[src/rtl/isc_pkg.sv]
package isc_pkg;

    typedef enum logic [2:0] {
        S_IDLE,
        S_RD_ISR,
        S_CHK_SIF,
        S_FETCH,
        S_DISPATCH
    } isc_state_e;

    typedef enum logic [1:0] {
        OUT_IGNORE = 2'd0,
        OUT_DONE   = 2'd1,
        OUT_ERROR  = 2'd2,
        OUT_FATAL  = 2'd3
    } isc_outcome_e;

    localparam logic [3:0] ID_XFER_READY = 4'hB;
    localparam logic [3:0] ID_ATTN_ERROR = 4'hF;

    function automatic logic id_reserved(input logic [3:0] id);
        return (id == 4'd0) || (id == 4'd2) || (id == 4'd4);
    endfunction

endpackage

[src/rtl/isc_classify.sv]
module isc_classify
    import isc_pkg::*;
(
    input  logic [3:0]   id,
    output isc_outcome_e outcome,
    output logic         want_eoi,
    output logic         want_dma
);
    always_comb begin
        outcome  = OUT_ERROR;
        want_eoi = 1'b1;
        want_dma = 1'b0;
        case (id)
            4'd1, 4'd3, 4'd5, 4'd8: outcome = OUT_DONE;
            4'd9, 4'hA:             outcome = OUT_IGNORE;
            ID_XFER_READY: begin
                outcome  = OUT_IGNORE;
                want_eoi = 1'b0;
                want_dma = 1'b1;
            end
            ID_ATTN_ERROR: begin
                outcome  = OUT_FATAL;
                want_eoi = 1'b0;
            end
            4'd0, 4'd2, 4'd4: begin
                outcome  = OUT_IGNORE;
                want_eoi = 1'b0;
            end
            default:                outcome = OUT_ERROR;
        endcase
    end
endmodule

[src/rtl/isc_sblk_buf.sv]
module isc_sblk_buf #(
    parameter int WORDS = 8,
    parameter int DW    = 16,
    localparam int IW   = (WORDS > 1) ? $clog2(WORDS) : 1
) (
    input  logic                clk,
    input  logic                rst_n,
    input  logic                clr,
    input  logic                wr,
    input  logic [IW-1:0]       wr_idx,
    input  logic [DW-1:0]       wr_data,
    output logic [WORDS*DW-1:0] flat
);
    for (genvar g = 0; g < WORDS; g++) begin : g_word
        logic [DW-1:0] word_q;
        always_ff @(posedge clk) begin
            if (!rst_n || clr)
                word_q <= '0;
            else if (wr && (wr_idx == IW'(g)))
                word_q <= wr_data;
        end
        assign flat[g*DW +: DW] = word_q;
    end
endmodule

[src/rtl/isr_collector.sv]
module isr_collector
    import isc_pkg::*;
#(
    parameter int WORDS     = 8,
    parameter int DW        = 16,
    parameter int RESID_IDX = 2,
    parameter int CMD_READ  = 1,
    parameter int CMD_WRITE = 2,
    localparam int IW       = (WORDS > 1) ? $clog2(WORDS) : 1,
    localparam int LEN_W    = 8
) (
    input  logic                clk,
    input  logic                rst_n,
    input  logic                stat_irq,
    input  logic                stat_sif_full,
    output logic                isr_rd,
    input  logic [7:0]          isr_data,
    output logic                sif_rd,
    input  logic [DW-1:0]       sif_data,
    output logic                dma_en_req,
    output logic                eoi_req,
    output logic [2:0]          eoi_dev,
    output logic                result_valid,
    output logic [1:0]          result,
    output logic                overflow,
    output logic                resid_upd,
    output logic [DW-1:0]       resid_cnt,
    output logic                fatal,
    output logic [WORDS*DW-1:0] sblk
);
    isc_state_e         state_q, state_d;
    logic [2:0]         dev_q;
    logic [3:0]         id_q;
    logic               blk_q;
    logic [4:0]         cmd_q;
    logic [LEN_W-1:0]   len_q;
    logic [LEN_W-1:0]   cnt_q;
    logic               ovf_q;
    logic [DW-1:0]      resid_q;
    logic               fatal_q;

    isc_outcome_e       cls_outcome;
    logic               cls_eoi, cls_dma;
    logic               buf_clr, buf_wr;
    logic [IW-1:0]      buf_idx;
    logic               is_rw;

    isc_classify u_classify (
        .id       (id_q),
        .outcome  (cls_outcome),
        .want_eoi (cls_eoi),
        .want_dma (cls_dma)
    );

    isc_sblk_buf #(.WORDS(WORDS), .DW(DW)) u_buf (
        .clk     (clk),
        .rst_n   (rst_n),
        .clr     (buf_clr),
        .wr      (buf_wr),
        .wr_idx  (buf_idx),
        .wr_data (sif_data),
        .flat    (sblk)
    );

    // state register
    always_ff @(posedge clk) begin
        if (!rst_n) state_q <= S_IDLE;
        else        state_q <= state_d;
    end

    // next state
    always_comb begin
        state_d = state_q;
        unique case (state_q)
            S_IDLE:     if (stat_irq) state_d = S_RD_ISR;
            S_RD_ISR:   state_d = id_reserved(isr_data[3:0]) ? S_DISPATCH : S_CHK_SIF;
            S_CHK_SIF:  state_d = (stat_sif_full && (sif_data[15:8] > 8'd1)) ? S_FETCH : S_DISPATCH;
            S_FETCH:    if (stat_sif_full && ((cnt_q + 8'd1) == len_q)) state_d = S_DISPATCH;
            S_DISPATCH: state_d = S_IDLE;
            default:    state_d = S_IDLE;
        endcase
    end

    assign is_rw = (cmd_q == 5'(CMD_READ)) || (cmd_q == 5'(CMD_WRITE));

    // outputs
    always_comb begin
        isr_rd       = (state_q == S_RD_ISR);
        sif_rd       = ((state_q == S_CHK_SIF) || (state_q == S_FETCH)) && stat_sif_full;
        result_valid = (state_q == S_DISPATCH);
        result       = result_valid ? cls_outcome : OUT_IGNORE;
        dma_en_req   = result_valid && cls_dma;
        eoi_req      = result_valid && cls_eoi;
        eoi_dev      = dev_q;
        resid_upd    = result_valid && blk_q && is_rw && (id_q != ID_XFER_READY);
        overflow     = ovf_q;
        resid_cnt    = resid_q;
        fatal        = fatal_q;
        buf_clr      = (state_q == S_RD_ISR);
        buf_wr       = sif_rd && (cnt_q < LEN_W'(WORDS) || state_q == S_CHK_SIF);
        buf_idx      = (state_q == S_CHK_SIF) ? '0 : cnt_q[IW-1:0];
    end

    // datapath
    always_ff @(posedge clk) begin
        if (!rst_n) begin
            dev_q   <= '0;
            id_q    <= '0;
            blk_q   <= 1'b0;
            cmd_q   <= '0;
            len_q   <= '0;
            cnt_q   <= '0;
            ovf_q   <= 1'b0;
            resid_q <= '0;
            fatal_q <= 1'b0;
        end else begin
            unique case (state_q)
                S_RD_ISR: begin
                    dev_q <= isr_data[7:5];
                    id_q  <= isr_data[3:0];
                    blk_q <= 1'b0;
                    ovf_q <= 1'b0;
                end
                S_CHK_SIF: begin
                    blk_q <= stat_sif_full;
                    if (stat_sif_full) begin
                        len_q <= sif_data[15:8];
                        cmd_q <= sif_data[4:0];
                        cnt_q <= 8'd1;
                        ovf_q <= sif_data[15:8] > LEN_W'(WORDS);
                    end
                end
                S_FETCH:
                    if (stat_sif_full) cnt_q <= cnt_q + 8'd1;
                S_DISPATCH: begin
                    if (resid_upd) resid_q <= sblk[RESID_IDX*DW +: DW];
                    if (cls_outcome == OUT_FATAL) fatal_q <= 1'b1;
                end
                default: ;
            endcase
        end
    end
endmodule

[config.mk]
export PLATFORM = sky130hd
export DESIGN_NAME = isr_collector
export DESIGN_NICKNAME = d
export VERILOG_FILES = /design/src/rtl/isc_pkg.sv /design/src/rtl/isc_classify.sv /design/src/rtl/isc_sblk_buf.sv /design/src/rtl/isr_collector.sv
export SDC_FILE = /design/constraint.sdc
export NUM_CORES = 1
export LEC_CHECK = 0
export ABC_AREA = 1
export BUFFER_PORTS_ARGS = -buffer_cell sky130_fd_sc_hd__buf_2
export CAP_MARGIN = 0
export CORE_ASPECT_RATIO = 0.8
export CORE_MARGIN = 2
export CORE_UTILIZATION = 45
export CTS_CLUSTER_SIZE = 30
export DETAILED_ROUTE_END_ITERATION = 16
export PLACE_DENSITY = 0.75
export SYNTH_ARGS = -nofsm -noshare
export SYNTH_HDL_FRONTEND = slang
export SYNTH_SLANG_ARGS = --single-unit
[constraint.sdc]
create_clock -name clk -period 1.5 [get_ports clk]
set_input_delay 0.225 -clock clk [delete_from_list [all_inputs] [get_ports clk]]
set_output_delay 0.225 -clock clk [all_outputs]
set_load 0.03 [all_outputs]
==> qor.yml, run 1 <==
cts_sinks: 178
yosys.area.top_type_share_pct: 48.4
ys_warn_count: 0
placed_cell_area_um2: 8960
ctsHoldBuffers: 0
slowest_delay_ns: 0.33
route.detailed.drc: 0
yosys_most_used_dff: "dfxtp_1"
synth_most_common_cell: "nor2_1"
power.leakage_nw: 4.54
numPortBuffers: 183
syn-cell-area_um2: 7370
firstDrtPassIters: 4
grt_pass1_wl_um: 36100
place_hpwl_um: 14300
synth_cell_types: 36
fin_area_um2: 11000
viasPerCell: 5.39
syn_nets: 826
ys_seq_area_share_pct: 48.4
vias: 6995
critical-path-slowest-cell: "dfxtp_2"
end_kind: "register"
drive_gt1_share_pct: 52.6
max_cap_viol_count: 0
tightestPinTransition_ns: 0.744
area_growth_syn_to_layout_pct: 49.2
coreArea_um2: 15900
synth.area.top_cells: "dfxtp_1 48%, a211oi_2 15%, nor2_1 9.5%, nand2_1 3.2%, o21ai_0 2.5%"
slew_violations: 0
initial_core_util_pct: 46.3
dieArea_um2: 17400
cts_max_level: 4
cts_tree: "yes"
ios: 185
wl_per_cell_um: 19.1
ir_drop_mv: 0.962
worst_slack_ns: -0.318
hold_ws_ns: 0.0370
synth_commonest_cells: "186 x nor2_1, 178 x dfxtp_1, 88 x a211oi_2"
grt_pass1_vias: 6578
clk_latency_ns: 0.44
critPathKind: "register to register"
syn_inst: 797
antenna_cells: 0
grt_max_degree: 33
first_iter_violations: 448
period_share_pct: 121
cp_common_cell: "buf_6"
setup_viol: 138
instances_no_fill: 1298
cp_num_buf_inv: 5
hold_class: "input port to register"
cts_buffer_depth: 2
syn_avg_cell_area_um2: 9.25
max_freq_mhz: 550
cts_root_buf: "clkbuf_16"
antenna_found_initial: 0
place_inst: 1216
rsz0062_at_grt: "true"
worstPathRequired_ns: 1.83
finalClockSkew_ns: 0.00913
synth_top_area_cell: "dfxtp_1"
track_usage_pct: 26.6
worstPathArrival_ns: 2.15
synthArstFlopShare_pct: 0
die_w_um: 147
powerDensity_nw_per_um2: 1050
hold_violations: 0
dieHeight_um: 118
grt-ovfl-total: 0
crit_chain: "inv_4 -> buf_6 -> nand3_4 -> buf_6 -> nand2_8 -> nand3_4 -> nor2_4 -> buf_4 -> buf_6 -> nor2_1 -> a211oi_1"
rrSetupSlack_ns: -0.32
finalNetCount: 1099
violations: "negative setup slack"
dp_slack_ns: -0.101
clk_pin_slew_ns: 0.07
row_count: 41
status: "complete, but fails checks"
numCtsBuffers: 17
min_period_ns: 1.82
cp-start-kind: "register"
max_slew_margin_pct: 50.3
ant_nets: 0
cp_top_family: "buffers and inverters"
synth_seq_cells: 178
critPathMaxFanout: 6
wl_um: 24800
finalWeightedCongestion: 0.898
synth_edf_count: 0
-- state kept, by name, indices dropped and copies added, names as in the netlist --
signal and flops:
u_buf.g_word.word_q 128, id_q 4, len_q 8, state_q 3, cmd_q 5, resid_cnt 16
overflow 1, blk_q 1, eoi_dev 3, cnt_q 8, fatal 1
-- area by class of cell --
cell class                      instances  area [um^2]
Fill cell                            1148         4900
Multi-Input combinational cell        519         3780
Sequential cell                       178         3590
Timing Repair Buffer                  305         2530
Clock buffer                           21          470
Tap cell                              215          269
Inverter                               49          216
Clock inverter                         11          153
-- through the flow --
| stage | power, mW | utilization [%] | setup TNS [ns] |
|---|---|---|---|
| after global placement | 6.51 | 56.3 | -0.761 |
| after CTS | 11.4 | 65.9 | -14.75 |
| after global routing | 11.9 | 69.2 | -31.56 |
| after detailed placement | 6.52 | 56.3 | -2.13 |
| after floorplan | 5.87 | - | -0.170 |
| final | 11.6 | 69.2 | -22.76 |
-- worst reg2reg max path, delay by kind of cell, from the launching register on --
| family | cells | cell delay, ns |
|---|---|---|
| compound gates | 1 | 0.24 |
| buf+inv | 5 | 0.61 |
| flops | 1 | 0.33 |
| simple gates | 5 | 0.53 |
-- placed cells by master, fill, tap and decap left out, types with 27 or more instances in the layout --
| cell type | Yosys | final |
|---|---|---|
| o21ai_0 | 37 | 35 |
| buf_6 | 14 | 27 |
| buf_12 | 1 | 27 |
| nor2_4 | 2 | 28 |
| nand2_1 | 62 | 45 |
| buf_2 | 17 | 175 |
| a21oi_1 | 36 | 34 |
| nor2_1 | 186 | 146 |
| dfxtp_1 | 178 | 166 |
| buf_4 | 9 | 63 |
| inv_1 | 34 | 31 |
| a211oi_2 | 88 | 102 |
-- logic make-up after synthesis --
group / after synthesis / share of synthesized area, %
AND/OR/NAND/NOR: 327 / 20.9
flip-flops: 178 / 48.4
buffers and inverters: 100 / 7.62
AO/OA/AOI/OAI: 190 / 22.8
XOR/XNOR: 1 / 0.119
adder cells (fa/ha/maj): 1 / 0.170
-- final timing paths --
check,from,endpoint,cells after the start
max,state_q[0]$_SDFFE_PN0P_,u_buf.g_word[0].word_q[5]$_SDFFE_PP0P_,11
min,isr_data[6],eoi_dev[1]$_SDFFE_PN0P_,3
max reg2reg,state_q[0]$_SDFFE_PN0P_,u_buf.g_word[0].word_q[5]$_SDFFE_PP0P_,11
min reg2reg,fatal$_SDFFE_PN0P_,fatal$_SDFFE_PN0P_,2
-- repair_timing --
item                       CTS  global route
pin swaps                   15            32
setup endpoints to repair  115           165
buffers inserted            25            14
cloned                      13             7
gates resized for setup     94           113
-- power breakdown --
group / internal (mW) / switching (mW)
clock network: 2.77 / 1.96
registers: 4.85 / 0.103
logic: 0.733 / 1.17
total: 8.35 / 3.23
-- layer usage --
layer / track usage (%) / vias to the layer above / share of wire, %
met2: 42.7 / 294 / 48
met5: 0 / - / 0
met4: 9.13 / 0 / 2.1
met1: 33.7 / 3388 / 41
li1: - / 3272 / -
met3: 8.80 / 41 / 8.6
(Power assumes the default switching activity.)
==> run 2, diff against run 1 <==
==> constraint.sdc (replaced) <==
create_clock -name clk -period 1.5 [get_ports clk]
set_input_delay 0.3 -clock clk [delete_from_list [all_inputs] [get_ports clk]]
set_output_delay 0.3 -clock clk [all_outputs]
set_load 0.03 [all_outputs]
==> qor.yml, run 2 (synthesis results as in run 1) <==
fin_setup_tns_ns: -29.66
mostFrequentLayoutCells: "175 x buf_2, 166 x dfxtp_1, 121 x nor2_1, 109 x a211oi_2, 58 x buf_4"
finalWeightedCongestion: 0.873
grt_pass1_vias: 6719
holdPathStages: 3
place_hpwl_um: 14000
ant_nets: 0
wl_per_cell_um: 20.2
slew_violations: 0
cts_max_level: 4
ir_drop_mv: 0.800
coreArea_um2: 15900
end_kind: "register"
cp-start-kind: "register"
placed_cell_area_um2: 8840
grt_max_degree: 35
violations: "negative setup slack"
track_usage_pct: 27.9
wl_um: 26300
drive_gt1_share_pct: 56.5
dieArea_um2: 17400
row_count: 41
route.detailed.drc: 0
setup_viol: 140
period_share_pct: 122
tightestPinTransition_ns: 0.674
cts_sinks: 178
largest_reg_flops: 128
die_w_um: 147
ctsHoldBuffers: 0
numCtsBuffers: 17
grt-ovfl-total: 0
cts_tree: "yes"
worstPathArrival_ns: 2.11
r2r_cells: 12
instances_no_fill: 1305
max_freq_mhz: 548
ios: 185
first_iter_violations: 466
regMostFlops: "u_buf.g_word.word_q"
min_period_ns: 1.82
worst_slack_ns: -0.324
power.leakage_nw: 4.60
place_inst: 1210
max_slew_margin_pct: 55.0
status: "complete, but fails checks"
vias: 7233
firstDrtPassIters: 5
clk_pin_slew_ns: 0.07
dieHeight_um: 118
max_cap_viol_count: 0
cts_buffer_depth: 2
viasPerCell: 5.54
final_common_cell: "buf_2"
hold_violations: 0
critPathKind: "register to register"
finalNetCount: 1106
antenna_cells: 0
powerDensity_nw_per_um2: 1020
worstPathRequired_ns: 1.79
initial_core_util_pct: 46.3
clk_latency_ns: 0.43
rrSetupSlack_ns: -0.32
critPathMaxFanout: 8
fin_area_um2: 11300
hold_class: "input port to register"
finalClockSkew_ns: 0.0113
rsz0062_at_grt: "true"
area_growth_syn_to_layout_pct: 52.8
cts_root_buf: "clkbuf_16"
antenna_found_initial: 0
grt_pass1_wl_um: 37500
numPortBuffers: 183
## run 2: cell types whose count changed in the layout (fill, tap and decap cells not counted), sizes merged
cell      change
inv           +3
clkinvlp      -2
bufbuf        +1
buf           +8
bufinv        -2
clkbuf        -1
## run 2: stage by stage
| stage | utilization, % | power [mW] | worst slack [ns] | hold WS, ns |
|---|---|---|---|---|
| 6_report | 70.8 | 11.5 | -0.324 | 0.103 |
| 5_1_grt | 70.8 | 11.8 | -0.409 | 0.117 |
| 3_3_place_gp | 55.6 | 6.37 | -0.103 | 0.435 |
| 4_1_cts | 67.7 | 11.2 | -0.234 | 0.0999 |
| 3_5_place_dp | 55.6 | 6.38 | -0.167 | 0.447 |
| 2_1_floorplan | - | 5.88 | -0.0381 | 0.445 |
## run 2: timing repair
action	4_1_cts	5_1_grt
setup endpoints to repair	140	148
buffers inserted	40	13
gates resized for setup	140	138
pin swaps	21	40
cloned	18	3
## run 2: area by class of cell
cell class | instances | area [um^2]
tap | 215 | 269
clock buffer | 22 | 484
timing repair buffer | 312 | 2650
multi-input combinational | 519 | 3950
inverter | 49 | 216
sequential | 178 | 3590
clock inverter | 10 | 96.3
fill | 1093 | 4640
## run 2: worst paths after layout
| kind | end | from |
|---|---|---|
| setup reg to reg | u_buf.g_word[1].word_q[4]$_SDFFE_PP0P_ | state_q[0]$_SDFFE_PN0P_ |
| setup / recovery | u_buf.g_word[1].word_q[4]$_SDFFE_PP0P_ | state_q[0]$_SDFFE_PN0P_ |
| hold reg to reg | fatal$_SDFFE_PN0P_ | fatal$_SDFFE_PN0P_ |
| hold / removal | eoi_dev[0]$_SDFFE_PN0P_ | isr_data[5] |
## run 2: per-layer routing
layer | vias to the layer above | track usage (%) | share of wire [%]
met5 | - | 0 | 0
met4 | 0 | 11.0 | 3.8
met3 | 76 | 6.87 | 8.9
met2 | 404 | 44.5 | 47
met1 | 3457 | 36.4 | 41
li1 | 3296 | - | -
## run 2: worst max-delay path, stage by stage, from the launching register on
cell and delay [ns]:
dfxtp_4 0.37, inv_6 0.04, buf_6 0.11, nand3_4 0.11
nand2_4 0.11, nor2_4 0.14, inv_2 0.07, buf_12 0.12
nor3_4 0.15, buf_6 0.15, buf_12 0.10, buf_16 0.12
a211oi_2 0.06
## run 2: power by group
| group | leakage (nW) | switching, mW | internal, mW |
|---|---|---|---|
| Clock | 0.288 | 1.97 | 2.48 |
| Sequential | 1.44 | 0.116 | 4.86 |
| Combinational | 2.87 | 1.26 | 0.782 |
